## src/rtl/rx_lane_polarity.sv

```systemverilog
module rx_lane_polarity #(
  parameter int W     = 10,
  parameter int IW    = 4,
  parameter int FIRST = 6,
  parameter int LAST  = 15,
  parameter logic [W-1:0] ID_A = 10'h155,
  parameter logic [W-1:0] ID_B = 10'h295
) (
  input  logic          clk,
  input  logic          rst_n,
  input  logic          clr,
  input  logic          train_act,
  input  logic          sym_vld,
  input  logic [IW-1:0] sym_idx,
  input  logic [W-1:0]  sym_in,
  output logic [W-1:0]  sym_out,
  output logic          sym_out_vld,
  output logic          inv_flag
);

  localparam logic [IW-1:0] FIRST_I = IW'(FIRST);
  localparam logic [IW-1:0] LAST_I  = IW'(LAST);

  logic [W-1:0]  sym_q;
  logic          vld_q, inv_q;
  logic          armed_q, kind_b_q, norm_ok_q, cmpl_ok_q;
  logic [IW-1:0] last_idx_q;

  logic          take, at_first, in_run, kind_now, hit_norm, hit_cmpl;
  logic          norm_nx, cmpl_nx, finish;
  logic [W-1:0]  exp_id;

  assign take     = sym_vld & train_act;
  assign at_first = take && (sym_idx == FIRST_I);
  assign in_run   = take && armed_q && (sym_idx == IW'(last_idx_q + 1'b1))
                    && (sym_idx > FIRST_I) && (sym_idx <= LAST_I);
  assign kind_now = at_first ? ((sym_in == ID_B) || (sym_in == ~ID_B)) : kind_b_q;
  assign exp_id   = kind_now ? ID_B : ID_A;
  assign hit_norm = (sym_in == exp_id);
  assign hit_cmpl = (sym_in == ~exp_id);
  assign norm_nx  = at_first ? hit_norm : (norm_ok_q & hit_norm);
  assign cmpl_nx  = at_first ? hit_cmpl : (cmpl_ok_q & hit_cmpl);
  assign finish   = in_run && (sym_idx == LAST_I);

  always_ff @(posedge clk or negedge rst_n) begin
    if (!rst_n) begin
      sym_q <= '0;
      vld_q <= 1'b0;
    end else begin
      sym_q <= sym_in;
      vld_q <= sym_vld;
    end
  end

  always_ff @(posedge clk or negedge rst_n) begin
    if (!rst_n) begin
      armed_q    <= 1'b0;
      kind_b_q   <= 1'b0;
      norm_ok_q  <= 1'b0;
      cmpl_ok_q  <= 1'b0;
      last_idx_q <= '0;
    end else if (clr || !train_act) begin
      armed_q <= 1'b0;
    end else if (sym_vld) begin
      if (at_first || (in_run && !finish)) begin
        armed_q    <= 1'b1;
        kind_b_q   <= kind_now;
        norm_ok_q  <= norm_nx;
        cmpl_ok_q  <= cmpl_nx;
        last_idx_q <= sym_idx;
      end else begin
        armed_q <= 1'b0;
      end
    end
  end

  always_ff @(posedge clk or negedge rst_n) begin
    if (!rst_n)                 inv_q <= 1'b0;
    else if (clr)               inv_q <= 1'b0;
    else if (finish && norm_nx) inv_q <= 1'b0;
    else if (finish && cmpl_nx) inv_q <= 1'b1;
  end

  assign sym_out     = sym_q ^ {W{inv_q}};
  assign sym_out_vld = vld_q;
  assign inv_flag    = inv_q;

  p_clear_r9: assert property (@(posedge clk) disable iff (!rst_n)
    clr |=> !inv_flag);

  p_hold_idle_r8: assert property (@(posedge clk) disable iff (!rst_n)
    (!clr && !train_act) |=> $stable(inv_flag));

  p_latency_r2: assert property (@(posedge clk) disable iff (!rst_n)
    rst_n |=> (sym_out_vld == $past(sym_vld)));

  p_set_at_end_r4: assert property (@(posedge clk) disable iff (!rst_n)
    $rose(inv_flag) |-> $past(sym_vld && train_act && (sym_idx == LAST_I) && !clr));

  p_drop_cause_r6: assert property (@(posedge clk) disable iff (!rst_n)
    $fell(inv_flag) |-> ($past(clr) || $past(sym_vld && train_act && (sym_idx == LAST_I))));

endmodule

```

## config.mk

```make
export PLATFORM = sky130hd
export DESIGN_NAME = rx_lane_polarity
export DESIGN_NICKNAME = d
export VERILOG_FILES = /design/src/rtl/rx_lane_polarity.sv
export SDC_FILE = /design/constraint.sdc
export NUM_CORES = 1
export LEC_CHECK = 0
export CORE_MARGIN = 3
export CORE_UTILIZATION = 30
export CTS_BUF_LIST = sky130_fd_sc_hd__clkbuf_16
export DETAILED_ROUTE_END_ITERATION = 8
export PLACE_DENSITY = 0.56
export SLEW_MARGIN = 30
export SYNTH_ARGS = -nofsm -noshare
export SYNTH_HDL_FRONTEND = slang
export SYNTH_SLANG_ARGS = --single-unit
```

## constraint.sdc

```tcl
create_clock -name clk -period 4.3 [get_ports clk]
set_input_delay 0.86 -clock clk [delete_from_list [all_inputs] [get_ports clk]]
set_output_delay 0.86 -clock clk [all_outputs]
set_load 0.01 [all_outputs]
```

* Word level (Yosys, flattened, before mapping)
Cells that the tools add are included.
** Cells by class
- Magnitude comparators :: 2
- Reduce and logical (&&, ||, !) cells :: 17
- Mux-type cells :: 10
- Add/sub/neg operators :: 1
- Eq/ne operators :: 7
- Bitwise operators :: 6
** Operator list (count)
- $eq A10 B10 Y1 :: 2
- $eq A10 B10 Y1 const B :: 1
- $eq A10 B9 Y1 const B :: 1
- $mux W10 :: 1
- $not A10 Y10 :: 1
- $xor A10 B10 Y10 :: 1
- $logic_and A1 B1 Y1 :: 9
- $mux W1 :: 9
- $add A4 B1 Y4 const B :: 1
- $eq A4 B3 Y1 const B :: 1
- $eq A4 B4 Y1 :: 1
- $eq A4 B4 Y1 const B :: 1
- $gt A4 B3 Y1 const B :: 1
- $le A4 B4 Y1 const B :: 1
- $and A1 B1 Y1 :: 3
- $logic_or A1 B1 Y1 :: 3
- $reduce_and A3 Y1 :: 1
- $reduce_bool A3 Y1 :: 1
- $logic_not A1 Y1 :: 2
- $reduce_bool A2 Y1 :: 1
- $not A1 Y1 :: 1
** Word-level totals
- Logic and storage cells :: 51
- Flip-flop bits (word level) :: 20

* Depth between registers and ports, before layout
- Depth after elaboration :: 12
- Gate-level depth with buffers :: 6

* Worst setup path before layout
No wires, ideal clock.
- Path kind :: input to register
- Start point :: input port sym_idx[3]
- End point :: register last_idx_q[0]
- Stages :: 4
- Setup time :: 125 ps
- Data required time :: 4175 ps
- Buffers on the path :: 0
- Data arrival time :: 2119 ps
- Path slack :: 2056 ps
- Path through :: or2_2 > nor4_1 > a31o_4 > mux2_2
** Between the ends
- Cells in the longest elaborated chain, start to end :: 9
** RTL lines
- start, declared :: line 14 : input logic [IW-1:0] sym_idx,
- branches (longest 7 deep; another with $gt A4 B3 Y1)
- $logic_or A1 B1 Y1 (*) :: line 65 : if (at_first || (in_run && !finish)) begin
- $reduce_and A3 Y1 (no source line) (*)
- end signal, assigned :: line 70 : last_idx_q <= sym_idx;
- end, declared :: line 27 : logic [IW-1:0] last_idx_q;
Mark *: on every way between the ends.
A chain may end at the register's enable or synchronous reset.

* Worst setup path after layout
Same ends and word-level chain as after synthesis.

==> flow_metrics.env <==
export IMPL_run_status="complete, no violations"
export IMPL_final_min_clock_period_ns=2.63
export IMPL_antenna_found_initial=0
export IMPL_synth_top_family_by_area="simple AND/OR/NAND/NOR gates"
export IMPL_drt_iter0_markers=14
export IMPL_crit_arrival_ns=2.76
export IMPL_critical_path_class="in -> reg"
export IMPL_grt_max_degree=21
export IMPL_crit_path_end_kind="flop"
export IMPL_synth_fa_ha_area_share_pct=1.20
export IMPL_crit_chain="clkdlybuf4s50_1, or2_2, nor4_1, a31o_4, mux2_2"
export IMPL_pwr_share_seq_pct=39.2
export IMPL_drive_gt1_share_pct=12.6
export IMPL_synth_warnings=0
export IMPL_nets=140
export IMPL_syn_inst=86
export IMPL_synth_most_common_cell="dfrtp_1"
export IMPL_avgSynthCellArea_um2=12.1
export IMPL_finalSetupTns_ns=0
export IMPL_grt_pass1_wl_mm=3.80
export IMPL_maxSlewViolCount=0
export IMPL_post_cts_buffers=0
export IMPL_p_sw_share_pct=19.8
export IMPL_setup_ws_ns=1.67
export IMPL_hold_viol=0
export IMPL_setup_viol=0
export IMPL_synth_edf_count=0
export IMPL_dieWidth_um=64.9
export IMPL_relSlewSlack_pct=61.3
export IMPL_cts_root_buffer="clkbuf_16"
export IMPL_synth_ff_type="dfrtp_1"
export IMPL_powerDensity_nw_per_um2=359
export IMPL_coreArea_um2=3180
export IMPL_rsz0062_at_grt="false"
export IMPL_num_antenna_cells=0
export IMPL_p_switching_uw=106
export IMPL_synth_xor_area_share_pct=13.9
export IMPL_cts_max_path_buffers=2
export IMPL_clock_sinks=20
export IMPL_synthSimpleGateAreaFrac_pct=17.7
export IMPL_dieArea_um2=4210
export IMPL_p_total_uw=535
export IMPL_die_h_um=64.9
export IMPL_dp_hpwl_mm=1.72
export IMPL_startpoint_type="primary input"
export IMPL_grt_pass1_vias=841
export IMPL_regToRegSetupSlack_ns=2.18
export IMPL_cap_violations=0
export IMPL_initial_core_util_pct=32.8
export IMPL_drcViolationCount=0
export IMPL_nFillCells=295
export IMPL_vias_per_cell=4.89
export IMPL_synth_compound_area_share_pct=9.62
export IMPL_hold_path_class="reg -> reg"
export IMPL_routed_wl_mm=2.20
export IMPL_crit_slowest_cell="nor4_1"
export IMPL_syn_num_nets=106
export IMPL_ant_nets=0
export IMPL_netlist_area_leader_share_pct=48.1
export IMPL_numCtsBuffers=3
export IMPL_period_share_pct=61.1
export IMPL_place_ws_ns=1.40
export IMPL_netlist_area_um2=1040
export IMPL_critPathRequiredTime_ns=4.44
export IMPL_ys_async_sr_fraction_pct=100
export IMPL_rows=20
export IMPL_synth_top_area_cell="dfrtp_1"
export IMPL_ys_types=33
export IMPL_clk_pin_slew_ns=0.06
export IMPL_num_io_pins=31
export IMPL_intPower_uw=429
export IMPL_fmax_ghz=0.381
export IMPL_grt_remaining_overflow=0
export IMPL_synth_seq_area_share_pct=48.1
export IMPL_h_tree_depth=1
export IMPL_wl_per_cell_um=13.5
export IMPL_synth_area_leaders="dfrtp_1 (48%), xor2_1 (10%), mux2_2 (6.5%), nand4bb_1 (3.2%), nor4b_4 (2.3%)"
export IMPL_firstDrtPassIters=4
export IMPL_worst_pin_slew_ns=0.580
export IMPL_postCtsHoldBufs=0
export IMPL_track_usage_pct=11.9
export IMPL_synth_common_cells="dfrtp_1 (20), xor2_1 (12), mux2_2 (6), nand3_1 (4)"
export IMPL_syn2layout_area_growth_pct=43.4
export IMPL_comb_power_share_pct=14.0
export IMPL_gp_congestion=0.889
export IMPL_cts_tree="done"
export IMPL_clk_latency_ns=0.25
export IMPL_postCtsResizedCells=0
export IMPL_placement_io_buffers=30
export IMPL_vias=797
export IMPL_ys_seq_elements=20
export IMPL_fin_skew_ns=0.00317
export IMPL_power_frac_clock_pct=46.8
export IMPL_path_delay_family="simple AND/OR/NAND/NOR gates"
export IMPL_p_leak_uw=0.000647
export IMPL_critPathBufInv=1
export IMPL_crit_path_max_fanout=6
export IMPL_muxShareOfSynthArea_pct=8.41
export IMPL_slowest_delay_ns=0.51
export IMPL_ir_worst_vdd_mv=0.136
stage by stage:
step                      util (%)  hold WS, ns  area, um^2  instances
final                         47.0        0.515        1490        163
after global routing          47.0        0.548        1490        163
after CTS                     47.1        0.520        1500        163
after detailed placement      43.8        0.508        1390        159
after global placement        43.8        0.501        1390        159
after floorplan                  -        0.481        1040         86
layout by cell type (no fill, tap or decap), drive strengths merged, types with 2 or more instances in the layout:
cell	n
clkdlybuf4s50	29
dfrtp	20
xor2	12
mux2	6
nand3	4
nand2	3
a21oi	3
a31oi	3
nand2b	3
nand4bb	3
clkbuf	3
inv	2
nor3	2
xnor2	2
nor4	2
mux2i	2
a31o	2
layer usage:
metal / global-route usage, % / up-vias / routed length [um]
met5: 0 / - / 0
met4: 6.60 / 0 / 34
met3: 3.99 / 6 / 161
met2: 19.8 / 31 / 1030
met1: 13.3 / 378 / 967
li1: - / 382 / -
state kept, by name (all words and copies together), names as in the netlist:
name         count
sym_q           10
last_idx_q       4
armed_q          1
cmpl_ok_q        1
inv_flag         1
kind_b_q         1
norm_ok_q        1
sym_out_vld      1
cell type report:
type	instances	area [um^2]	share of cell area, %
inverter	2	7.51	0.503
sequential	20	500	33.5
clock buffer	3	75.1	5.03
multi-input combinational	63	529	35.5
timing repair buffer	30	295	19.8
clock inverter	1	30.0	2.01
tap	44	55.1	3.69
power by group through the flow:
stage / Clock, uW / Sequential, uW / Combinational, uW
after floorplan: 0 / 211 / 35.8
after global placement: 0 / 213 / 74.6
after detailed placement: 0 / 213 / 75.8
after CTS: 255 / 210 / 76.4
after global routing: 262 / 211 / 82.7
final: 251 / 210 / 75.0
cell families (layout without fill, tap and decap cells):
group           count (synthesis)  in the layout
compound gates                 13             13
xor+xnor                       15             15
fa+ha+maj                       1              1
buf+inv                         3             36
flops                          20             20
mux                             8              8
simple gates                   26             26
final timing paths:
check,end,cells after the start,from
min reg2reg,cmpl_ok_q,1,cmpl_ok_q
min,cmpl_ok_q,1,cmpl_ok_q
max in group asynchronous,kind_b_q,1,rst_n
max reg2reg,last_idx_q[0],6,last_idx_q[0]
max,last_idx_q[0],5,sym_idx[3]
min in group asynchronous,sym_q[3],1,rst_n
Note: power is estimated with default switching activity, not from simulation.
